--- src/rtl/smc_pkg.sv ---
package smc_pkg;
  localparam int LAT_W   = 2;
  localparam int MAX_LAT = (1 << LAT_W) - 1;

  typedef enum logic [1:0] {
    ST_IDLE,
    ST_ISSUE,
    ST_TAIL,
    ST_DESEL
  } smc_state_e;

  typedef struct packed {
    logic [LAT_W-1:0] rd_lat;
    logic [LAT_W-1:0] wr_lat;
    logic             ce_ext;
    logic             fifo_mode;
    logic             clk_sel;
  } smc_cfg_t;
endpackage

--- src/rtl/smc_lat_pipe.sv ---
module smc_lat_pipe
  import smc_pkg::*;
#(
  parameter int W = 2
) (
  input  logic             clk,
  input  logic             rst,
  input  logic             flush,
  input  logic [W-1:0]     din,
  input  logic [LAT_W-1:0] sel,
  output logic [W-1:0]     dout
);
  logic [W-1:0] dly [1:MAX_LAT];

  always_ff @(posedge clk) begin
    if (rst || flush) dly[1] <= '0;
    else              dly[1] <= din;
  end

  for (genvar g = 2; g <= MAX_LAT; g++) begin : g_stage
    always_ff @(posedge clk) begin
      if (rst || flush) dly[g] <= '0;
      else              dly[g] <= dly[g-1];
    end
  end

  always_comb begin
    dout = din;
    for (int k = 1; k <= MAX_LAT; k++)
      if (sel == LAT_W'(k)) dout = dly[k];
  end
endmodule

--- src/rtl/smc_seq.sv ---
module smc_seq
  import smc_pkg::*;
#(
  parameter int AW = 12,
  parameter int LW = 4
) (
  input  logic             clk,
  input  logic             rst,
  input  logic             req_valid,
  input  logic [AW-1:0]    req_addr,
  input  logic [LW-1:0]    req_len,
  input  logic [LAT_W-1:0] tail_len,
  input  logic             no_desel,
  output logic             req_ready,
  output logic             accept,
  output smc_state_e       state,
  output logic [AW-1:0]    addr_cnt,
  output logic             last_beat
);
  logic [LW-1:0]    beats_left;
  logic [LAT_W-1:0] tail_left;
  smc_state_e       after_burst;

  assign req_ready   = (state == ST_IDLE);
  assign accept      = req_ready && req_valid;
  assign last_beat   = (state == ST_ISSUE) && (beats_left == '0);
  assign after_burst = no_desel ? ST_IDLE : ST_DESEL;

  always_ff @(posedge clk) begin
    if (rst) begin
      state      <= ST_IDLE;
      beats_left <= '0;
      tail_left  <= '0;
      addr_cnt   <= '0;
    end else begin
      case (state)
        ST_IDLE: if (req_valid) begin
          state      <= ST_ISSUE;
          beats_left <= req_len;
          addr_cnt   <= req_addr;
        end
        ST_ISSUE: begin
          addr_cnt <= addr_cnt + 1'b1;
          if (beats_left == '0) begin
            if (tail_len != '0) begin
              tail_left <= tail_len - 1'b1;
              state     <= ST_TAIL;
            end else begin
              state <= after_burst;
            end
          end else begin
            beats_left <= beats_left - 1'b1;
          end
        end
        ST_TAIL: begin
          if (tail_left == '0) state <= after_burst;
          else                 tail_left <= tail_left - 1'b1;
        end
        default: state <= ST_IDLE;
      endcase
    end
  end

  AST_ISSUE_FOLLOWS_ACCEPT: assert property (@(posedge clk) disable iff (rst) accept |=> (state == ST_ISSUE));
endmodule

--- src/rtl/sync_mem_ctrl.sv ---
module sync_mem_ctrl
  import smc_pkg::*;
#(
  parameter int AW = 12,
  parameter int DW = 16,
  parameter int LW = 4
) (
  input  logic              clk,
  input  logic              rst,
  input  logic [LAT_W-1:0]  cfg_rd_lat,
  input  logic [LAT_W-1:0]  cfg_wr_lat,
  input  logic              cfg_ce_ext,
  input  logic              cfg_fifo_mode,
  input  logic              cfg_clk_sel,
  input  logic              req_valid,
  output logic              req_ready,
  input  logic              req_write,
  input  logic [AW-1:0]     req_addr,
  input  logic [LW-1:0]     req_len,
  output logic              beat_take,
  input  logic [DW-1:0]     beat_data,
  input  logic [DW/8-1:0]   beat_be,
  output logic              rd_valid,
  output logic [DW-1:0]     rd_data,
  output logic              done,
  output logic              mem_clk_sel,
  output logic              mem_ce_n,
  output logic              mem_strobe_n,
  output logic              mem_oe_n,
  output logic              mem_we_n,
  output logic [AW-1:0]     mem_addr,
  output logic [DW/8-1:0]   mem_be_n,
  output logic [DW-1:0]     mem_dout,
  output logic              mem_dout_en,
  input  logic [DW-1:0]     mem_din
);
  localparam int BW  = DW / 8;
  localparam int WPW = DW + 2;

  smc_cfg_t         cfg_in, cfg_q;
  logic             wr_q;
  smc_state_e       state;
  logic             accept, last_beat;
  logic [AW-1:0]    addr_cnt;
  logic [LAT_W-1:0] tail_len;
  logic             issuing, tailing, desel;

  assign cfg_in = '{rd_lat: cfg_rd_lat, wr_lat: cfg_wr_lat, ce_ext: cfg_ce_ext,
                    fifo_mode: cfg_fifo_mode, clk_sel: cfg_clk_sel};
  assign tail_len = wr_q ? cfg_q.wr_lat : cfg_q.rd_lat;

  smc_seq #(.AW(AW), .LW(LW)) u_seq (
    .clk       (clk),
    .rst       (rst),
    .req_valid (req_valid),
    .req_addr  (req_addr),
    .req_len   (req_len),
    .tail_len  (tail_len),
    .no_desel  (cfg_q.fifo_mode),
    .req_ready (req_ready),
    .accept    (accept),
    .state     (state),
    .addr_cnt  (addr_cnt),
    .last_beat (last_beat)
  );

  assign issuing     = (state == ST_ISSUE);
  assign tailing     = (state == ST_TAIL);
  assign desel       = (state == ST_DESEL);
  assign beat_take   = issuing;
  assign mem_clk_sel = cfg_q.clk_sel;

  // command stage: everything toward the memory leaves a register
  logic          rd_tag0, rd_last0, wr_en0, wr_last0;
  logic [DW-1:0] wr_d0;

  always_ff @(posedge clk) begin
    if (rst) begin
      cfg_q        <= '0;
      wr_q         <= 1'b0;
      mem_ce_n     <= 1'b1;
      mem_strobe_n <= 1'b1;
      mem_oe_n     <= 1'b1;
      mem_we_n     <= 1'b1;
      mem_addr     <= '0;
      mem_be_n     <= '1;
      rd_tag0      <= 1'b0;
      rd_last0     <= 1'b0;
      wr_en0       <= 1'b0;
      wr_last0     <= 1'b0;
      wr_d0        <= '0;
    end else begin
      if (accept) begin
        cfg_q <= cfg_in;
        wr_q  <= req_write;
      end
      mem_ce_n     <= !(issuing || (tailing && !wr_q && cfg_q.ce_ext));
      mem_strobe_n <= cfg_q.fifo_mode ? !(issuing && !wr_q) : !(issuing || desel);
      mem_oe_n     <= !((issuing || tailing) && !wr_q);
      mem_we_n     <= !(issuing && wr_q);
      if (issuing) mem_addr <= addr_cnt;
      mem_be_n     <= issuing ? ~beat_be : {BW{1'b1}};
      rd_tag0      <= issuing && !wr_q;
      rd_last0     <= last_beat && !wr_q;
      wr_en0       <= issuing && wr_q;
      wr_last0     <= last_beat && wr_q;
      if (issuing) wr_d0 <= beat_data;
    end
  end

  // latency alignment for capture tags and write data
  logic [1:0]     rd_pipe_out;
  logic [WPW-1:0] wr_pipe_out;
  logic           rd_cap, rd_cap_last, wr_out_en, wr_out_last;

  smc_lat_pipe #(.W(2)) u_rd_pipe (
    .clk   (clk),
    .rst   (rst),
    .flush (accept),
    .din   ({rd_tag0, rd_last0}),
    .sel   (cfg_q.rd_lat),
    .dout  (rd_pipe_out)
  );

  smc_lat_pipe #(.W(WPW)) u_wr_pipe (
    .clk   (clk),
    .rst   (rst),
    .flush (accept),
    .din   ({wr_en0, wr_last0, wr_d0}),
    .sel   (cfg_q.wr_lat),
    .dout  (wr_pipe_out)
  );

  assign {rd_cap, rd_cap_last}               = rd_pipe_out;
  assign {wr_out_en, wr_out_last, mem_dout}  = wr_pipe_out;
  assign mem_dout_en                         = wr_out_en;

  // capture and completion
  logic rd_last_q;

  always_ff @(posedge clk) begin
    if (rst) begin
      rd_valid  <= 1'b0;
      rd_last_q <= 1'b0;
      rd_data   <= '0;
      done      <= 1'b0;
    end else begin
      rd_valid  <= rd_cap;
      rd_last_q <= rd_cap && rd_cap_last;
      if (rd_cap) rd_data <= mem_din;
      done      <= (rd_valid && rd_last_q) || (wr_out_en && wr_out_last);
    end
  end

  AST_OE_OFF_IN_WRITE: assert property (@(posedge clk) disable iff (rst) !mem_we_n |-> mem_oe_n);
  AST_WE_UNDER_CE: assert property (@(posedge clk) disable iff (rst) !mem_we_n |-> !mem_ce_n);
  AST_CFG_FROZEN_BUSY: assert property (@(posedge clk) disable iff (rst) !req_ready |=> $stable(cfg_q));
  AST_READY_DROPS: assert property (@(posedge clk) disable iff (rst) (req_valid && req_ready) |=> !req_ready);
  AST_CAPTURE_UNDER_OE: assert property (@(posedge clk) disable iff (rst) rd_valid |-> $past(!mem_oe_n));
  AST_FIFO_NO_DESEL: assert property (@(posedge clk) disable iff (rst) (cfg_q.fifo_mode && !mem_strobe_n) |-> !mem_ce_n);
  AST_DONE_SINGLE: assert property (@(posedge clk) disable iff (rst) done |=> !done);
endmodule

--- config.mk ---
export PLATFORM = sky130hd
export DESIGN_NAME = sync_mem_ctrl
export DESIGN_NICKNAME = d
export VERILOG_FILES = /design/src/rtl/smc_pkg.sv /design/src/rtl/smc_lat_pipe.sv /design/src/rtl/smc_seq.sv /design/src/rtl/sync_mem_ctrl.sv
export SDC_FILE = /design/constraint.sdc
export NUM_CORES = 1
export LEC_CHECK = 0
export ABC_AREA = 1
export CAP_MARGIN = 20
export CORE_MARGIN = 3
export CORE_UTILIZATION = 56
export CTS_CLUSTER_SIZE = 10
export DETAILED_ROUTE_END_ITERATION = 8
export GPL_ROUTABILITY_DRIVEN = 0
export PLACE_DENSITY = 0.81
export SLEW_MARGIN = 0
export SYNTH_ARGS = -nofsm -noshare
export SYNTH_HDL_FRONTEND = slang
export SYNTH_HIERARCHICAL = 1
export SYNTH_SLANG_ARGS = --single-unit
--- constraint.sdc ---
create_clock -name clk -period 4.3 [get_ports clk]
set_input_delay 0.86 -clock clk [delete_from_list [all_inputs] [get_ports clk]]
set_output_delay 0.86 -clock clk [all_outputs]
set_load 0.005 [all_outputs]
==> flow_metrics.py <==
metrics = {
    "run_status": {
        "status": "complete, no violations",
    },
    "floorplanning": {
        "io_pins": 117,
        "rows": 37,
        "die_area_mm2": 0.0121,
        "core_mm2": 0.0104,
        "die_w_um": 110,
        "die_y_um": 110,
        "initial_core_util_pct": 58.0,
    },
    "global_routing": {
        "grtUsageTotal_pct": 24.5,
        "grt_pass1_wl_um": 23700,
        "grt_pass1_vias": 5201,
        "grt_overflow_total": 0,
        "grt_max_degree": 55,
        "antenna_found_initial": 0,
    },
    "synth": {
        "netlist_area_mm2": 0.00604,
        "synth_seq_cells": 145,
        "netlist-cell-type-count": 32,
        "yosysMostFrequentCell": "nor2_1",
        "syn-instance-count": 819,
        "synth_commonest_cells": "nor2_1, nand2_1, dfxtp_1",
        "syn_area_per_cell_um2": 7.38,
        "yosys.area.top_type": "dfxtp_1",
        "synth-main-ff-cell": "dfxtp_1",
        "synth_warnings": 6,
        "synth_fp_nets": 886,
        "synth-seq-area-share_pct": 48.0,
        "async_flop_share_pct": 0,
        "synthTopCellsByArea": "dfxtp_1, nor2_1, nand2_1",
        "synth-edff-count": 0,
        "synth.top_cell.area_share_pct": 48.0,
    },
    "timing": {
        "skew_ps": 11.3,
        "hold_viol": 0,
        "worst_slew_pin_slew_ps": 992,
        "min_period_over_period_pct": 85.0,
        "rsz0062_at_grt": "false",
        "hold-worst-slack_ps": 429,
        "max_freq_mhz": 274,
        "slew_violations": 0,
        "maxSlewHeadroom_pct": 33.8,
        "setup_tns_ps": 0,
        "setup_violations": 0,
        "setup_slack_ps": 647,
        "final.min_clock_period_ps": 3650,
    },
    "route": {
        "wl_um": 14300,
        "drc": 0,
        "antenna_left": 0,
        "dr.pass1.iters": 5,
        "routed_via_density": 5.11,
        "drt_iter0_markers": 387,
        "wl_per_cell_um": 13.3,
        "vias": 5477,
    },
    "worst_setup_path": {
        "worstPathRequired_ps": 3440,
        "r2r_slack_ps": 2180,
        "cp-start-kind": "flop",
        "arrival_ps": 2790,
        "cp-end-kind": "output port",
        "crit_type": "reg -> out",
        "cp_max_fo": 29,
    },
    "job": {
        "maxCapViolCount": 0,
    },
    "cts": {
        "cts_buffers": 17,
        "clock-sinks": 145,
        "cts.htree.levels": 4,
        "ctsHoldBuffers": 0,
        "clk-insertion-delay-late_ps": 520,
        "cts.path.max_buffers": 2,
        "cts_root_buffer": "clkbuf_8",
        "cts_tree": "yes",
        "cts_setup_buffers": 0,
        "post_cts_resized": 0,
        "path_clk_slew_ps": 60,
    },
    "final_layout": {
        "area_growth_pct": 27.8,
        "final_cells": 1072,
        "final_cell_area_mm2": 0.00772,
        "num-nets-final": 991,
        "antennaDiodeCount": 0,
        "layout-drive-gt1-share_pct": 8.44,
    },
    "power": {
        "leakage_nw": 3.22,
        "irDropWorstVdd_mv": 0.372,
        "p_per_area_mw_per_mm2": 692,
    },
    "placement": {
        "placed_area_mm2": 0.00712,
        "dp_hpwl_um": 9450,
        "placedCellCount": 1041,
        "pre_cts_ws_ps": 1230,
        "port_buffers": 116,
    },
    "min_path": {
        "hp-class": "reg -> reg",
    },
}
-- stage by stage --
step,utilization [%],power [mW]
final,74.2,5.34
after global routing,74.2,5.71
after CTS,74.2,5.36
after detailed placement,68.4,3.85
after global placement,68.4,3.79
after floorplan,-,3.14
-- critical path, stage by stage (launching register included) --
cell and delay (ps):
dfxtp_1 970, nand2_4 290, inv_2 280, nand2_1 80, nand3_1 90, nand2_1 90, clkdlybuf4s50_1 450
-- final cells by class --
| cell class | instances | area (um^2) |
|---|---|---|
| well taps | 136 | 170 |
| inverters | 98 | 373 |
| clock inverters | 13 | 173 |
| multi-input cells | 541 | 2480 |
| flip-flops and latches | 145 | 2900 |
| clock buffers | 18 | 428 |
| repair buffers | 121 | 1200 |
| fillers | 808 | 2690 |
-- placed cells by master (no fill, tap or decap), types with 6 or more instances in the layout --
cell	count
o21ai_1	12
o21ai_0	56
nand3_1	55
clkdlybuf4s50_1	116
nand2_1	146
nor2_1	194
inv_2	9
o21ai_2	16
nor2_2	6
ha_1	6
inv_1	87
a21oi_1	15
clkbuf_16	16
dfxtp_1	145
-- path summary, 6_finish.rpt --
check / start / endpoint / cells after the start
worst min-delay path: u_wr_pipe/dly[0][19] / u_wr_pipe/dly[0][37] / 2
worst max-delay path: cfg_q[3] / mem_dout_en / 6
worst max register to register: cfg_q[3] / done / 7
worst min register to register: u_wr_pipe/dly[0][19] / u_wr_pipe/dly[0][37] / 2
-- sequential cells by signal, indices dropped and copies added, names as in the netlist, 2 cells and up --
name              cells
u_seq/state           2
u_rd_pipe/dly         6
rd_data              16
wr_d0                16
cfg_q                 6
mem_addr             12
mem_be_n              2
u_seq/beats_left      4
u_seq/addr_cnt       12
u_wr_pipe/dly        54
u_seq/tail_left       2
-- power by group --
part / internal [mW] / total, mW / switching (mW) / leakage (nW)
sequential: 1.66 / 1.91 / 0.248 / 1.19
combinational: 0.858 / 1.94 / 1.08 / 1.74
clock: 0.907 / 1.49 / 0.581 / 0.293
total: 3.43 / 5.34 / 1.91 / 3.22
-- routing by layer --
metal | vias to the layer above | wire length, um | global-route usage, %
li1 | 2752 | - | -
met3 | 22 | 906 | 6.05
met5 | - | 0 | 0
met4 | 0 | 247 | 8.64
met1 | 2501 | 5990 | 29.7
met2 | 202 | 7120 | 42.2
-- kinds of logic (layout without fill, tap and decap cells) --
group	Yosys count	in the layout	synth area share (%)
AND/OR/NAND/NOR	425	425	29.2
flip-flops	145	145	48.0
buffers and inverters	133	250	11.0
AO/OA/AOI/OAI	108	108	10.2
adder cells (fa/ha/maj)	6	6	1.24
XOR/XNOR	2	2	0.290
Note: power is estimated with default switching activity, not from simulation.
